--- src/rtl/vband_pkg.sv ---
package vband_pkg;

    localparam int CODE_W = 3;
    localparam logic [CODE_W-1:0] CODE_AT_BOTTOM = 3'b000;
    localparam logic [CODE_W-1:0] CODE_AT_TOP    = 3'b111;

    typedef enum logic [1:0] {
        ST_IDLE   = 2'd0,
        ST_SETTLE = 2'd1,
        ST_QUERY  = 2'd2
    } state_e;

    typedef enum logic [1:0] {
        DIR_NONE = 2'd0,
        DIR_DOWN = 2'd1,
        DIR_UP   = 2'd2
    } dir_e;

    typedef enum logic [1:0] {
        ACT_LOCK = 2'd0,
        ACT_STEP = 2'd1,
        ACT_FAIL = 2'd2
    } act_e;

    typedef struct packed {
        act_e act;
        dir_e dir;
    } step_ctl_t;

    function automatic logic code_is_lock(input logic [CODE_W-1:0] code);
        return (code != CODE_AT_BOTTOM) && (code != CODE_AT_TOP);
    endfunction

endpackage

--- src/rtl/vband_settle_timer.sv ---
module vband_settle_timer #(
    parameter int W = 8
) (
    input  logic         clk,
    input  logic         rst,
    input  logic         load_i,
    input  logic [W-1:0] count_i,
    input  logic         run_i,
    output logic         expired_o
);
    logic [W-1:0] cnt_q;

    always_ff @(posedge clk) begin
        if (rst) begin
            cnt_q <= '0;
        end else if (load_i) begin
            cnt_q <= count_i;
        end else if (run_i && (cnt_q != '0)) begin
            cnt_q <= cnt_q - W'(1);
        end
    end

    assign expired_o = (cnt_q == '0);

endmodule

--- src/rtl/vband_step_unit.sv ---
module vband_step_unit
    import vband_pkg::*;
#(
    parameter int IDX_W    = 5,
    parameter int LAST_IDX = 23
) (
    input  logic [IDX_W-1:0]  idx_i,
    input  logic [CODE_W-1:0] code_i,
    input  dir_e              dir_i,
    output step_ctl_t         ctl_o,
    output logic [IDX_W-1:0]  idx_next_o
);
    localparam logic [IDX_W-1:0] TOP_IDX = IDX_W'(LAST_IDX);

    always_comb begin
        ctl_o.act  = ACT_LOCK;
        ctl_o.dir  = dir_i;
        idx_next_o = idx_i;
        if (code_i == CODE_AT_BOTTOM) begin
            ctl_o.dir = DIR_DOWN;
            if ((dir_i == DIR_UP) || (idx_i == '0)) begin
                ctl_o.act = ACT_FAIL;
            end else begin
                ctl_o.act  = ACT_STEP;
                idx_next_o = idx_i - IDX_W'(1);
            end
        end else if (code_i == CODE_AT_TOP) begin
            ctl_o.dir = DIR_UP;
            if ((dir_i == DIR_DOWN) || (idx_i >= TOP_IDX)) begin
                ctl_o.act = ACT_FAIL;
            end else begin
                ctl_o.act  = ACT_STEP;
                idx_next_o = idx_i + IDX_W'(1);
            end
        end
    end

endmodule

--- src/rtl/vband_search_top.sv ---
module vband_search_top
    import vband_pkg::*;
#(
    parameter int OSC_COUNT = 3,
    parameter int OSC_W     = 2,
    parameter int SUB_W     = 3,
    parameter int DIV_W     = 2,
    parameter int SETTLE_W  = 8
) (
    input  logic                clk,
    input  logic                rst,
    input  logic                start_i,
    input  logic [OSC_W-1:0]    init_osc_i,
    input  logic [SUB_W-1:0]    init_sub_i,
    input  logic [DIV_W-1:0]    div_sel_i,
    input  logic [SETTLE_W-1:0] settle_cycles_i,
    input  logic                code_valid_i,
    input  logic [CODE_W-1:0]   code_i,
    output logic                code_req_o,
    output logic [OSC_W-1:0]    osc_o,
    output logic [SUB_W-1:0]    sub_o,
    output logic [DIV_W-1:0]    div_o,
    output logic                apply_o,
    output logic                busy_o,
    output logic                done_o,
    output logic                locked_o,
    output logic                fail_o
);
    localparam int IDX_W    = OSC_W + SUB_W;
    localparam int LAST_IDX = OSC_COUNT * (1 << SUB_W) - 1;

    state_e            state_q;
    dir_e              dir_q;
    logic [IDX_W-1:0]  idx_q;
    logic [DIV_W-1:0]  div_q;
    logic              apply_q;
    logic              done_q;
    logic              locked_q;
    logic              fail_q;

    logic              init_legal;
    logic              accept_start;
    logic              take_code;
    logic              launch;
    logic              settled;
    step_ctl_t         ctl;
    logic [IDX_W-1:0]  idx_next;

    assign init_legal   = (int'(init_osc_i) < OSC_COUNT);
    assign accept_start = (state_q == ST_IDLE) && start_i;
    assign take_code    = (state_q == ST_QUERY) && code_valid_i;
    assign launch       = (accept_start && init_legal) ||
                          (take_code && (ctl.act == ACT_STEP));

    vband_step_unit #(
        .IDX_W    (IDX_W),
        .LAST_IDX (LAST_IDX)
    ) step_i (
        .idx_i      (idx_q),
        .code_i     (code_i),
        .dir_i      (dir_q),
        .ctl_o      (ctl),
        .idx_next_o (idx_next)
    );

    vband_settle_timer #(
        .W (SETTLE_W)
    ) timer_i (
        .clk       (clk),
        .rst       (rst),
        .load_i    (launch),
        .count_i   (settle_cycles_i),
        .run_i     (state_q == ST_SETTLE),
        .expired_o (settled)
    );

    always_ff @(posedge clk) begin
        if (rst) begin
            state_q  <= ST_IDLE;
            dir_q    <= DIR_NONE;
            idx_q    <= '0;
            div_q    <= '0;
            apply_q  <= 1'b0;
            done_q   <= 1'b0;
            locked_q <= 1'b0;
            fail_q   <= 1'b0;
        end else begin
            apply_q <= 1'b0;
            unique case (state_q)
                ST_IDLE: begin
                    if (start_i) begin
                        locked_q <= 1'b0;
                        dir_q    <= DIR_NONE;
                        div_q    <= div_sel_i;
                        idx_q    <= {init_osc_i, init_sub_i};
                        if (init_legal) begin
                            done_q  <= 1'b0;
                            fail_q  <= 1'b0;
                            apply_q <= 1'b1;
                            state_q <= ST_SETTLE;
                        end else begin
                            done_q <= 1'b1;
                            fail_q <= 1'b1;
                        end
                    end
                end
                ST_SETTLE: begin
                    if (settled) begin
                        state_q <= ST_QUERY;
                    end
                end
                ST_QUERY: begin
                    if (code_valid_i) begin
                        unique case (ctl.act)
                            ACT_LOCK: begin
                                done_q   <= 1'b1;
                                locked_q <= 1'b1;
                                state_q  <= ST_IDLE;
                            end
                            ACT_STEP: begin
                                idx_q   <= idx_next;
                                dir_q   <= ctl.dir;
                                apply_q <= 1'b1;
                                state_q <= ST_SETTLE;
                            end
                            default: begin
                                done_q  <= 1'b1;
                                fail_q  <= 1'b1;
                                state_q <= ST_IDLE;
                            end
                        endcase
                    end
                end
                default: state_q <= ST_IDLE;
            endcase
        end
    end

    assign code_req_o = (state_q == ST_QUERY);
    assign busy_o     = (state_q != ST_IDLE);
    assign osc_o      = idx_q[IDX_W-1:SUB_W];
    assign sub_o      = idx_q[SUB_W-1:0];
    assign div_o      = div_q;
    assign apply_o    = apply_q;
    assign done_o     = done_q;
    assign locked_o   = locked_q;
    assign fail_o     = fail_q;

    AST_APPLY_ONE_CYCLE: assert property (@(posedge clk) disable iff (rst)
        apply_o |=> !apply_o);

    AST_NO_REQ_WITH_APPLY: assert property (@(posedge clk) disable iff (rst)
        apply_o |-> !code_req_o);

    AST_LOCK_ENDS: assert property (@(posedge clk) disable iff (rst)
        (code_req_o && code_valid_i && code_is_lock(code_i))
        |=> (done_o && locked_o && !fail_o && $stable(idx_q)));

    AST_STEP_DOWN: assert property (@(posedge clk) disable iff (rst)
        (code_req_o && code_valid_i && (code_i == CODE_AT_BOTTOM))
        |=> (fail_o || (idx_q == $past(idx_q) - IDX_W'(1))));

    AST_STEP_UP: assert property (@(posedge clk) disable iff (rst)
        (code_req_o && code_valid_i && (code_i == CODE_AT_TOP))
        |=> (fail_o || (idx_q == $past(idx_q) + IDX_W'(1))));

    AST_INDEX_IN_RANGE: assert property (@(posedge clk) disable iff (rst)
        busy_o |-> (int'(idx_q) <= LAST_IDX));

    AST_DIV_HELD: assert property (@(posedge clk) disable iff (rst)
        busy_o |=> $stable(div_o));

    AST_START_IGNORED: assert property (@(posedge clk) disable iff (rst)
        (busy_o && start_i && !code_valid_i) |=> ($stable(idx_q) && !done_o));

    AST_BAD_INIT: assert property (@(posedge clk) disable iff (rst)
        (start_i && !busy_o && (int'(init_osc_i) >= OSC_COUNT))
        |=> (done_o && fail_o && !apply_o));

    AST_FLAG_IMPLIES_DONE: assert property (@(posedge clk) disable iff (rst)
        (locked_o || fail_o) |-> (done_o && !(locked_o && fail_o)));

endmodule

--- config.mk ---
export PLATFORM = sky130hd
export DESIGN_NAME = vband_search_top
export DESIGN_NICKNAME = d
export VERILOG_FILES = /design/src/rtl/vband_pkg.sv /design/src/rtl/vband_settle_timer.sv /design/src/rtl/vband_step_unit.sv /design/src/rtl/vband_search_top.sv
export SDC_FILE = /design/constraint.sdc
export NUM_CORES = 1
export LEC_CHECK = 0
export BUFFER_PORTS_ARGS = -buffer_cell sky130_fd_sc_hd__buf_2
export CORE_MARGIN = 1.5
export CORE_UTILIZATION = 47
export CTS_BUF_LIST = sky130_fd_sc_hd__clkbuf_4 sky130_fd_sc_hd__clkbuf_8 sky130_fd_sc_hd__clkbuf_16
export CTS_CLUSTER_DIAMETER = 60
export DETAILED_ROUTE_END_ITERATION = 8
export PLACE_DENSITY = 0.75
export SYNTH_ARGS = -nofsm -noshare
export SYNTH_HDL_FRONTEND = slang
export SYNTH_HIERARCHICAL = 1
export SYNTH_SLANG_ARGS = --single-unit
--- constraint.sdc ---
create_clock -name clk -period 4.4 [get_ports clk]
set_clock_uncertainty 0.15 [all_clocks]
set_input_delay 0 -clock clk [delete_from_list [all_inputs] [get_ports clk]]
set_output_delay 0 -clock clk [all_outputs]
set_load 0.05 [all_outputs]
Yosys cells after proc, flatten, opt, wreduce, memory -nomap -nowiden
Cells that the tools add are included.
{"block": "op_classes", "n_eq_ne": 17, "reduce_logical": 25, "order_cmp": 2, "n_addsub": 3, "n_mux": 41}
{"cell": "$mux 5", "n": 7}
{"cell": "$mux 2", "n": 9}
{"cell": "$mux 8", "n": 2}
{"cell": "$reduce_and 4->1", "n": 4}
{"cell": "$mux 1", "n": 14}
{"cell": "$ne 2x2->1 const B", "n": 6}
{"cell": "$pmux 5 s2", "n": 1}
{"cell": "$logic_not 8->1", "n": 1}
{"cell": "$mux 4", "n": 2}
{"cell": "$pmux 1 s2", "n": 4}
{"cell": "$reduce_bool 8->1", "n": 1}
{"cell": "$sub 8x1->8 const B", "n": 1}
{"cell": "$reduce_and 7->1", "n": 1}
{"cell": "$eq 2x1->1 const B", "n": 3}
{"cell": "$pmux 2 s3", "n": 1}
{"cell": "$reduce_bool 2->1", "n": 3}
{"cell": "$add 5x1->5 const B", "n": 1}
{"cell": "$ge 5x5->1 const B", "n": 1}
{"cell": "$logic_and 1x1->1", "n": 5}
{"cell": "$logic_not 5->1", "n": 1}
{"cell": "$reduce_and 5->1", "n": 1}
{"cell": "$sub 5x1->5 const B", "n": 1}
{"cell": "$eq 2x2->1 const B", "n": 2}
{"cell": "$logic_not 2->1", "n": 2}
{"cell": "11 further kinds", "n": 14}
{"block": "word_totals", "register_bits": 23}

Longest topological paths before layout
Gate-level depths: netlist of the first run.
{"block": "depth", "word_depth": 10, "depth_mapped": 12, "ltp_nobuf": 11}

By module
Netlist of the first run, hierarchy kept.
{"module": "vband_search_top", "cells_per_inst": 81, "instances": 1, "area_each_um2": 740.7}
{"module": "vband_settle_timer", "cells_per_inst": 59, "instances": 1, "area_each_um2": 515.5}
{"module": "vband_step_unit", "cells_per_inst": 45, "instances": 1, "area_each_um2": 290.3}

Least setup slack after synthesis of the first run
Ideal clock, no wire load.
{"block": "synth_path", "path_kind": "register -> register", "startpoint": "reg idx_q[0]", "endpoint": "reg timer_i.cnt_q[2]", "n_path_buf": 1, "setup_time_ns": 0.070, "stages_incl_launch_ff": 12, "path_slack_ns": 1.342, "arrival_ns": 2.838, "t_required_ns": 4.180, "cell_sequence": "dfxtp_1 > inv_1 > ha_1 > or4b_4 > nand2_1 > a22o_1 > and4b_1 > a22oi_1 > inv_1 > clkbuf_1 > or3_2 > a21oi_1"}
{"element": "start: declaration", "line": "vband_search_top.sv:34", "rtl": "logic [IDX_W-1:0] idx_q;"}
{"element": "start signal: assignment", "line": "vband_search_top.sv:95", "rtl": "idx_q <= {init_osc_i, init_sub_i};"}
{"element": "start signal: assignment", "line": "vband_search_top.sv:121", "rtl": "idx_q <= idx_next;"}
{"element": "end signal: assignment", "line": "vband_settle_timer.sv:17", "rtl": "cnt_q <= count_i;"}
{"element": "end signal: assignment", "line": "vband_settle_timer.sv:19", "rtl": "cnt_q <= cnt_q - W'(1);"}
{"element": "end: declaration", "line": "vband_settle_timer.sv:11", "rtl": "logic [W-1:0] cnt_q;"}

==> results_dict.tcl, run 1 <==
set metrics [dict create \
    status "completed" \
    cts_tree "built" \
    gp_congestion 0.8459 \
    cts.sinks 23 \
    p_per_area_nw_per_um2 316.4 \
    intPower_w 0.0003869 \
    synthesis.area_sq_um 1546 \
    final.setup.tns_ns 0 \
    worst_setup_path_start_kind "register" \
    track_usage_pct 22.38 \
    htree_levels 1 \
    io_pins 35 \
    coreArea_sq_um 3078 \
    worstPathRequired_ns 4.52 \
    grt_setup_unrepaired "false" \
    synth-seq-cells 23 \
    finalMaxSlewViolations 0 \
    fmax_mhz 277.7 \
    synthDistinctLibCells 54 \
    p_seq_share_pct 41.8 \
    hold_violations 0 \
    grt_pass1_vias 1362 \
    crit_arrival_ns 3.72 \
    min_period_ns 3.601 \
    whs_path_depth 4 \
    yosys_warnings 6 \
    ant_nets 0 \
    drc_errors 0 \
    path_max_fanout 11 \
    maxCapViolCount 0 \
    hpwl_um 2563 \
    max_stage_delay_ns 0.55 \
    area_delta_synth_final_pct 30.10 \
    yosysTopAreaCell "dfxtp_1" \
    slowest_stage "dlygate4sd3_1" \
    path_cells "inv_1 -> ha_1 -> or4b_4 -> nand2_1 -> a22o_1 -> and4b_1 -> a22oi_1 -> inv_1 -> or3_2 -> a21oi_1 -> dlygate4sd3_1" \
    root_buffer "clkbuf_4" \
    cts_buffer_depth 2 \
    fillers 277 \
    p_switching_w 0.0002496 \
    firstDrtPassIters 4 \
    synth_most_common_cell "dfxtp_1" \
    cpMostUsedCell "inv_1" \
    synth_top_area_share_pct 29.77 \
    postSynthAreaPerCell_sq_um 8.359 \
    ys.flop_type "dfxtp_1" \
    swShare_pct 39.22 \
    grt_first_pass_wirelength_um 6161 \
    netlist_instances 185 \
    hold_class "primary input to register" \
    p_leak_nw 0.8547 \
    drive_gt1_share_pct 23.75 \
    grt_max_degree 25 \
    p_clk_share_pct 16.9 \
    ys_seq_area_share_pct 29.77 \
    post_cts_resized 0 \
    io_buffers 34 \
    fin_util_pct 65.37 \
    grt_antenna_before_repair 0 \
    worstSkewPairLatency_ns 0.32 \
    antennaDiodeCount 0 \
    clkTransAtPathRegs_ns 0.13 \
    avgRoutedWirePerCell_um 13.17 \
    fp.dieW_um 60.36 \
    relSlewSlack_pct 57.84 \
    multiInputGateArea_sq_um 988.4 \
    seq_area_sq_um 460.4 \
    vias 1527 \
    numCtsBuffers 3 \
    cp-end-kind "register" \
    initial_utilization_pct 50.24 \
    period_share_pct 81.83 \
    num_rows 20 \
    synth_edf_count 0 \
    die-area_sq_um 3643 \
    reg2regPathDepth 11 \
    path_class "register to register" \
    grt_overflow 0 \
    worst-slew-pin-transition_ns 0.6316 \
    synth_common_cells "dfxtp_1 (23), inv_1 (17), nor2_1 (14)" \
    die_h_um 60.36 \
    syn_nets 211 \
    drt_iter0_drc 78 \
    synth_area_leaders "dfxtp_1 (30%), a211oi_1 (5.8%), inv_1 (4.1%), nor2_1 (3.4%), ha_1 (3.2%)" \
    postSynth.asyncResetShare_pct 0 \
    combPwrFrac_pct 41.3 \
    vias_per_cell 5.377 \
    setup_viol 0 \
    final_nets 267 \
    peakVddDrop_v 0.0002398 \
    routed_wl_um 3739 \
]
## repair_timing
| item | in CTS | in global routing |
|---|---|---|
| setup buffers | 0 | 0 |
| hold endpoints to repair | 17 | 0 |
| hold buffers | 24 | 0 |
## metrics by stage
step	area, sq um	total power, W	worst slack (ns)	hold WS [ns]	std cells
after floorplan	1546	0.0004541	1.342	-0.07724	185
after global placement	1742	0.0005065	1.348	0.08482	256
after detailed placement	1742	0.0005101	1.248	0.1064	256
after CTS	2012	0.0006380	0.8200	0.001210	284
after global routing	2012	0.0006749	0.5605	0.01938	284
final	2012	0.0006365	0.7995	0.007178	284
## metal layers
layer / GRT usage (%) / vias up / share of wire [%]
li1: - / 791 / -
met1: 30.54 / 695 / 49
met2: 36.34 / 37 / 46
met3: 2.559 / 4 / 3.8
met4: 8.571 / 0 / 1.0
met5: 0 / - / 0
## registers in the layout (all words and copies together), names as in the netlist
name	flops
apply_o	1
locked_o	1
div_o	2
dir_q	2
fail_o	1
state_q	2
timer_i/cnt_q	8
done_o	1
idx_q	5
## cell type report
cell class	instances	share of cell area, %
multi-input cells	137	49.13
flip-flops and latches	23	22.89
repair buffers	58	20.40
clock buffers	4	1.493
inverters	18	3.358
well taps	44	2.736
## layout by cell type, fill, tap and decap left out, drive strengths merged, types with 5 or more instances in the layout
cell type / Yosys / routed
a211oi: 13 / 13
a21oi: 9 / 9
buf: 2 / 34
dfxtp: 23 / 23
dlygate4sd3: 0 / 24
inv: 17 / 17
mux2: 5 / 5
nand2: 11 / 11
nand3: 8 / 8
nor2: 14 / 14
o21a: 5 / 5
o21ai: 10 / 10
or4: 5 / 5
## worst paths after layout
check | start | to | slack, ns
hold reg to reg | done_o | done_o | 0.32
setup reg to reg | idx_q[1] | timer_i/cnt_q[2] | 0.80
hold / removal | init_sub_i[2] | idx_q[2] | 0.007
setup / recovery | idx_q[1] | timer_i/cnt_q[2] | 0.80
## power by group through the flow
stage                     clock, W  combinational, W  sequential, W
final                     0.000107          0.000263       0.000266
after floorplan                  0          0.000158       0.000296
after global routing      0.000119          0.000285       0.000271
after CTS                 0.000111          0.000261       0.000266
after global placement           0          0.000237       0.000270
after detailed placement         0          0.000239       0.000271
## worst max-delay path, delay by kind of cell, from the launching register on
| family | cells | cell delay [ns] |
|---|---|---|
| and+or+nand+nor | 4 | 1.32 |
| buffers and inverters | 3 | 0.89 |
| AOI/OAI and AO/OA | 3 | 0.63 |
| DFF | 1 | 0.40 |
| adders and majority gates | 1 | 0.16 |
## cell families after synthesis
kind of cell / share of synthesized area [%]
flops: 29.77
buf+inv: 6.310
simple gates: 25.81
compound gates: 25.89
fa+ha+maj: 3.236
xor+xnor: 3.398
mux: 5.582
Note: power is estimated with default switching activity, not from simulation.
==> inputs of run 2 (changes only) <==
--- a/config.mk
+++ b/config.mk
@@ -5,13 +5,14 @@
 export SDC_FILE = /design/constraint.sdc
 export NUM_CORES = 1
 export LEC_CHECK = 0
+export ABC_AREA = 1
 export BUFFER_PORTS_ARGS = -buffer_cell sky130_fd_sc_hd__buf_2
 export CORE_MARGIN = 1.5
 export CORE_UTILIZATION = 47
 export CTS_BUF_LIST = sky130_fd_sc_hd__clkbuf_4 sky130_fd_sc_hd__clkbuf_8 sky130_fd_sc_hd__clkbuf_16
 export CTS_CLUSTER_DIAMETER = 60
 export DETAILED_ROUTE_END_ITERATION = 8
-export PLACE_DENSITY = 0.75
+export PLACE_DENSITY = 0.74
 export SYNTH_ARGS = -nofsm -noshare
 export SYNTH_HDL_FRONTEND = slang
 export SYNTH_HIERARCHICAL = 1
==> constraint.sdc (replaced) <==
create_clock -name clk -period 3.5 [get_ports clk]
set_clock_uncertainty 0.15 [all_clocks]
set_input_delay 0 -clock clk [delete_from_list [all_inputs] [get_ports clk]]
set_output_delay 0 -clock clk [all_outputs]
set_load 0.05 [all_outputs]
==> run 2 against run 1 <==
Against the previous run:
- final area up 7.3%
- cell count rose by 38%
- sequential power grew 33%
- first-iteration DRC count rose by 67%
- die area grew 10%
- fmax is 35% higher
- clock-buffer cell count fell by 1
- utilization decreased by 2.2 points
- synthesized cell count grew 57%
- clock power increased by 20%
- largest power group is now combinational cells
- highest routed layer unchanged
==> results_dict.tcl, run 2 <==
set metrics [dict create \
    worstHoldStart "start_i" \
    routed_wl_um 4358 \
    post_dp_cell_area_sq_um 1921 \
    final_cell_mix "nand2_1 (86), nor2_1 (45), nand3_1 (40), inv_1 (38), buf_2 (34)" \
    die-area_sq_um 4016 \
    routed-wl-met3_um 267 \
    p_leak_nw 1.169 \
    gp_congestion 0.9423 \
    largest_registers "timer_i/cnt_q: 8 flops, idx_q: 5 flops" \
    p_per_area_nw_per_um2 479.3 \
    yosysTopAreaCell "dfxtp_1" \
    antennaDiodeCount 0 \
    vias_per_cell 4.873 \
    hpwl_um 3251 \
    grt_max_degree 14 \
    synthesis.area_sq_um 1713 \
    cp-end-kind "register" \
    numCtsBuffers 3 \
    worstPathRequired_ns 3.57 \
    met2_length_um 1884 \
    cts_tree "built" \
    ant_nets 0 \
    fmax_mhz 374.4 \
    hold_violations 0 \
    initial_utilization_pct 50.15 \
    fp.dieW_um 63.37 \
    htree_levels 1 \
    synth-seq-cells 23 \
    final.setup.tns_ns 0 \
    largest_register_ff_count 8 \
    hold_class "primary input to register" \
    vias 1915 \
    drc_errors 0 \
    status "completed" \
    synth_common_cells "nand2_1 (86), nor2_1 (45), nand3_1 (40)" \
    num_rows 21 \
    min_period_ns 2.671 \
    peakVddDrop_v 0.0003000 \
    ys_seq_area_share_pct 26.88 \
    final_nets 374 \
    setup.worst_path.start "idx_q[0]" \
    rr_startpoint "idx_q[0]" \
    maxCapViolCount 0 \
    fin_area_sq_um 2158 \
    final_common_cell "nand2_1" \
    relSlewSlack_pct 74.09 \
    met1_length_um 2152 \
    grt_overflow 0 \
    fin_hold_ws_ns 0.02148 \
    track_usage_pct 22.32 \
    postSynth.asyncResetShare_pct 0 \
    synthDistinctLibCells 27 \
    path_max_fanout 10 \
    die_h_um 63.37 \
    top_layer "met4" \
    coreArea_sq_um 3416 \
    grt_antenna_before_repair 0 \
    setup_viol 0 \
    top_register "timer_i/cnt_q" \
    seq_area_sq_um 460.4 \
    grt_pass1_vias 1705 \
    p_total_w 0.001035 \
    period_share_pct 76.31 \
    io_buffers 34 \
    drt_iter0_drc 130 \
    grt_setup_unrepaired "false" \
    firstDrtPassIters 4 \
    grt_first_pass_wirelength_um 7376 \
    cts.sinks 23 \
    avgRoutedWirePerCell_um 11.09 \
    synth_area_leaders "dfxtp_1 (27%), nand2_1 (19%), nand3_1 (12%), nor2_1 (9.9%), inv_1 (8.3%)" \
    multiInputGateArea_sq_um 1062 \
    clkTransAtPathRegs_ns 0.14 \
    fillers 349 \
    worst_setup_path_start_kind "register" \
    synth_top_area_share_pct 26.88 \
    netlist_instances 291 \
    finalMaxSlewViolations 0 \
    postSynthAreaPerCell_sq_um 5.886 \
    area_delta_synth_final_pct 26.00 \
    syn_nets 317 \
    r2r_slack_ns 0.83 \
    path_class "register to register" \
    synth_most_common_cell "nand2_1" \
    worst-slew-pin-transition_ns 0.3872 \
    io_pins 35 \
    crit_arrival_ns 2.74 \
    root_buffer "clkbuf_4" \
    worstSkewPairLatency_ns 0.31 \
    drive_gt1_share_pct 18.16 \
    cts_buffer_depth 2 \
    yosys_warnings 6 \
    synth_edf_count 0 \
    ys.flop_type "dfxtp_1" \
]
run 2: cell count changes in the layout (fill, tap and decap cells not counted), sizes merged, moves of 4 or more:
cell and delta:
nand4 +4, inv +27, mux2 -5, o21a -5
nand2 +84, nor2 +35, nand2b -4, or4 -5
a211oi -13, nand3 +34
run 2: area by class of cell:
type	count	share of cell area, %
Inverter	45	7.884
Clock buffer	3	1.043
Tap cell	46	2.667
Sequential cell	23	21.33
Multi-Input combinational cell	220	49.22
Clock inverter	1	0.2319
Timing Repair Buffer	55	17.62
run 2: cell families (layout without fill, tap and decap cells):
kind of cell | after synthesis | in the layout | synth area share [%]
XOR/XNOR | 1 | 1 | 0.5114
flip-flops | 23 | 23 | 26.88
AO/OA/AOI/OAI | 20 | 20 | 6.574
adder cells (fa/ha/maj) | 4 | 4 | 2.922
AND/OR/NAND/NOR | 195 | 195 | 52.01
buffers and inverters | 48 | 104 | 11.10
run 2: worst max-delay path: stages, from the launching register on:
cell      delay, ns
dfxtp_1        0.46
inv_1          0.09
ha_1           0.24
nand3_1        0.13
nand2_1        0.10
inv_1          0.08
nand2_1        0.07
nand2_2        0.10
inv_1          0.04
nor2_1         0.14
nand3_1        0.16
nand2_1        0.31
inv_2          0.17
nand2_4        0.14
clkinv_2       0.08
nor2_1         0.08
nor2_1         0.05
run 2: what timing repair did:
action,4_1_cts,5_1_grt
resized for setup,0,0
hold buffers,21,0
buffers inserted,0,0
endpoints found under the hold margin,18,0
run 2: through the flow:
| stage | std cells | setup WS (ns) | utilization [%] |
|---|---|---|---|
| floorplan | 291 | 0.6956 | - |
| global placement | 368 | 0.9906 | 56.23 |
| detailed placement | 368 | 0.8837 | 56.23 |
| CTS | 393 | 0.8590 | 63.19 |
| global route | 393 | 0.5680 | 63.19 |
| finish | 393 | 0.8292 | 63.19 |
run 2: final timing paths:
path,cells past startpoint,to
min reg2reg,2,done_o
max reg2reg,16,timer_i/cnt_q[1]
min,6,locked_o
max,16,timer_i/cnt_q[1]
run 2: routing by layer:
| layer | track usage, % | vias up |
|---|---|---|
| li1 | - | 1020 |
| met1 | 31.32 | 830 |
| met2 | 35.39 | 59 |
| met3 | 3.750 | 6 |
| met4 | 5.707 | 0 |
| met5 | 0 | - |
run 2: power breakdown:
part	switching, W	internal (W)
combinational	0.000368	0.000185
clock	0.0000849	0.0000427
sequential	0.0000484	0.000305
==> inputs of run 3 (changes only) <==
--- a/config.mk
+++ b/config.mk
@@ -5,14 +5,14 @@
 export SDC_FILE = /design/constraint.sdc
 export NUM_CORES = 1
 export LEC_CHECK = 0
-export ABC_AREA = 1
+export ABC_AREA = 0
 export BUFFER_PORTS_ARGS = -buffer_cell sky130_fd_sc_hd__buf_2
 export CORE_MARGIN = 1.5
 export CORE_UTILIZATION = 47
 export CTS_BUF_LIST = sky130_fd_sc_hd__clkbuf_4 sky130_fd_sc_hd__clkbuf_8 sky130_fd_sc_hd__clkbuf_16
 export CTS_CLUSTER_DIAMETER = 60
 export DETAILED_ROUTE_END_ITERATION = 8
-export PLACE_DENSITY = 0.74
+export PLACE_DENSITY = 0.75
 export SYNTH_ARGS = -nofsm -noshare
 export SYNTH_HDL_FRONTEND = slang
 export SYNTH_HIERARCHICAL = 1
==> constraint.sdc (replaced) <==
create_clock -name clk -period 2.58 [get_ports clk]
set_clock_uncertainty 0.15 [all_clocks]
set_input_delay 0 -clock clk [delete_from_list [all_inputs] [get_ports clk]]
set_output_delay 0 -clock clk [all_outputs]
set_load 0.05 [all_outputs]
==> run 3 against run 2 <==
Against the previous run:
- sequential power up 22%
- flip-flop and latch count unchanged
- power up 9.4%
- first-iteration DRC count down 44%
- via count down 14%
- combinational power down 4.7%
- die area down 9.3%
- clock-buffer cell count unchanged
- final area about the same
- critical path depth down 6
- critical endpoint unchanged
- largest cell class unchanged
==> results_dict.tcl, run 3 (synthesis results as in run 1) <==
set metrics [dict create \
    track_usage_pct 23.71 \
    num_rows 20 \
    cts.sinks 23 \
    maxCapViolCount 0 \
    p_total_w 0.001132 \
    gp_congestion 0.9020 \
    vias_per_cell 5.578 \
    min_period_ns 2.532 \
    final_common_cell "buf_2" \
    path_max_fanout 3 \
    peakVddDrop_v 0.0003865 \
    crit_arrival_ns 2.63 \
    firstDrtPassIters 4 \
    finalMaxSlewViolations 0 \
    cts_buffer_depth 2 \
    fp.dieW_um 60.36 \
    multiInputGateArea_sq_um 1040 \
    hold_class "primary input to register" \
    die-area_sq_um 3643 \
    worstHoldStart "init_sub_i[2]" \
    cp-end-kind "register" \
    seq_area_sq_um 470.5 \
    fillers 265 \
    grt_antenna_before_repair 0 \
    hpwl_um 2788 \
    initial_utilization_pct 50.24 \
    area_delta_synth_final_pct 39.48 \
    worstSkewPairLatency_ns 0.32 \
    period_share_pct 98.16 \
    avgRoutedWirePerCell_um 13.85 \
    io_pins 35 \
    grt_first_pass_wirelength_um 6479 \
    max_stage_delay_ns 0.51 \
    status "completed" \
    setup_slack_ns 0.04759 \
    grt_overflow 0 \
    coreArea_sq_um 3078 \
    fmax_mhz 394.9 \
    numCtsBuffers 3 \
    slowest_stage "or4_4" \
    drive_gt1_share_pct 34.92 \
    drt_iter0_drc 73 \
    rr_startpoint "idx_q[1]" \
    top_register "timer_i/cnt_q" \
    ant_nets 0 \
    io_buffers 34 \
    cts_tree "built" \
    p_leak_nw 0.9208 \
    vias 1651 \
    root_buffer "clkbuf_4" \
    post-place-ws_ns 0.03725 \
    antennaDiodeCount 0 \
    final_cell_mix "buf_2 (34), dlygate4sd3_1 (20), dfxtp_1 (19), buf_4 (16)" \
    worst-slew-pin-transition_ns 0.5690 \
    path_cells "inv_4 -> ha_4 -> or4b_4 -> nand2_2 -> a22o_1 -> and4b_1 -> a22oi_2 -> inv_2 -> or4_4 -> o211ai_1" \
    grt_pass1_vias 1499 \
    largest_registers "timer_i/cnt_q: 8 flops, idx_q: 5 flops" \
    final_nets 279 \
    hold_violations 0 \
    largest_register_ff_count 8 \
    worstPathRequired_ns 2.68 \
    grt_max_degree 25 \
    p_per_area_nw_per_um2 524.6 \
    path_class "register to register" \
    setup_viol 0 \
    clkTransAtPathRegs_ns 0.13 \
    worst_setup_path_start_kind "register" \
    grt_setup_unrepaired "true" \
    relSlewSlack_pct 61.94 \
    routed_wl_um 4100 \
    die_h_um 60.36 \
    setup.worst_path.start "idx_q[1]" \
    drc_errors 0 \
    htree_levels 1 \
]
[run 3: cell count changes in the layout (fill, tap and decap cells not counted), sizes merged, moves of 4 or more]
cell and change:
a211oi +13, buf +16, inv -27, mux2 +5, nand2 -84, nand2b +4, nand3 -34, nand4 -4
nor2 -35, o21a +5, or4 +5
[run 3: power breakdown]
part / switching, W / leakage (nW) / internal (W) / total (W)
registers: 0.0000355 / 0.191 / 0.000398 / 0.000433
clock network: 0.000113 / 0.0177 / 0.0000581 / 0.000171
logic: 0.000300 / 0.712 / 0.000227 / 0.000527
total: 0.000449 / 0.921 / 0.000683 / 0.00113
[run 3: what timing repair did]
item	4_1_cts	5_1_grt
resized for setup	1	4
pin swaps	0	3
hold buffers	20	0
endpoints found under the setup margin	3	7
hold endpoints to repair	18	0
buffers inserted	1	1
[run 3: final timing paths]
| kind | endpoint | slack (ns) | cells after the start |
|---|---|---|---|
| max | timer_i/cnt_q[1] | 0.05 | 10 |
| min | idx_q[2] | 0.02 | 4 |
| max reg2reg | timer_i/cnt_q[1] | 0.05 | 10 |
| min reg2reg | fail_o | 0.34 | 1 |
[run 3: cell type report]
cell class,count,share of cell area (%)
flip-flops and latches,23,21.81
clock buffers,3,1.044
inverters,18,3.422
multi-input cells,137,48.20
clock inverters,1,0.2320
well taps,44,2.552
repair buffers,70,22.74
[run 3: metrics by stage]
stage	area, sq um	utilization (%)	std cells	hold slack [ns]	TNS (ns)
6_report	2157	70.08	296	0.01881	0
3_3_place_gp	1894	61.54	270	0.08797	0
4_1_cts	2130	69.19	295	0.02011	0
3_5_place_dp	1894	61.54	270	0.1072	0
5_1_grt	2157	70.08	296	0.02437	-0.1177
2_1_floorplan	1604	-	185	-0.08696	-0.09918
[run 3: layer usage]
layer | track usage, % | wire, um | vias to the layer above | part of all wire [%]
met5 | 0 | 0 | - | 0
met4 | 8.571 | 80 | 0 | 2.0
met3 | 5.970 | 186 | 12 | 4.5
met2 | 39.91 | 1886 | 50 | 46
met1 | 29.36 | 1947 | 774 | 47
li1 | - | - | 815 | -
[run 3: critical path, delay by kind of cell (launching register included)]
family | cells | cell delay, ns
and+or+nand+nor | 4 | 1.28
AOI/OAI and AO/OA | 3 | 0.40
DFF | 1 | 0.38
buffers and inverters | 2 | 0.13
adders and majority gates | 1 | 0.12
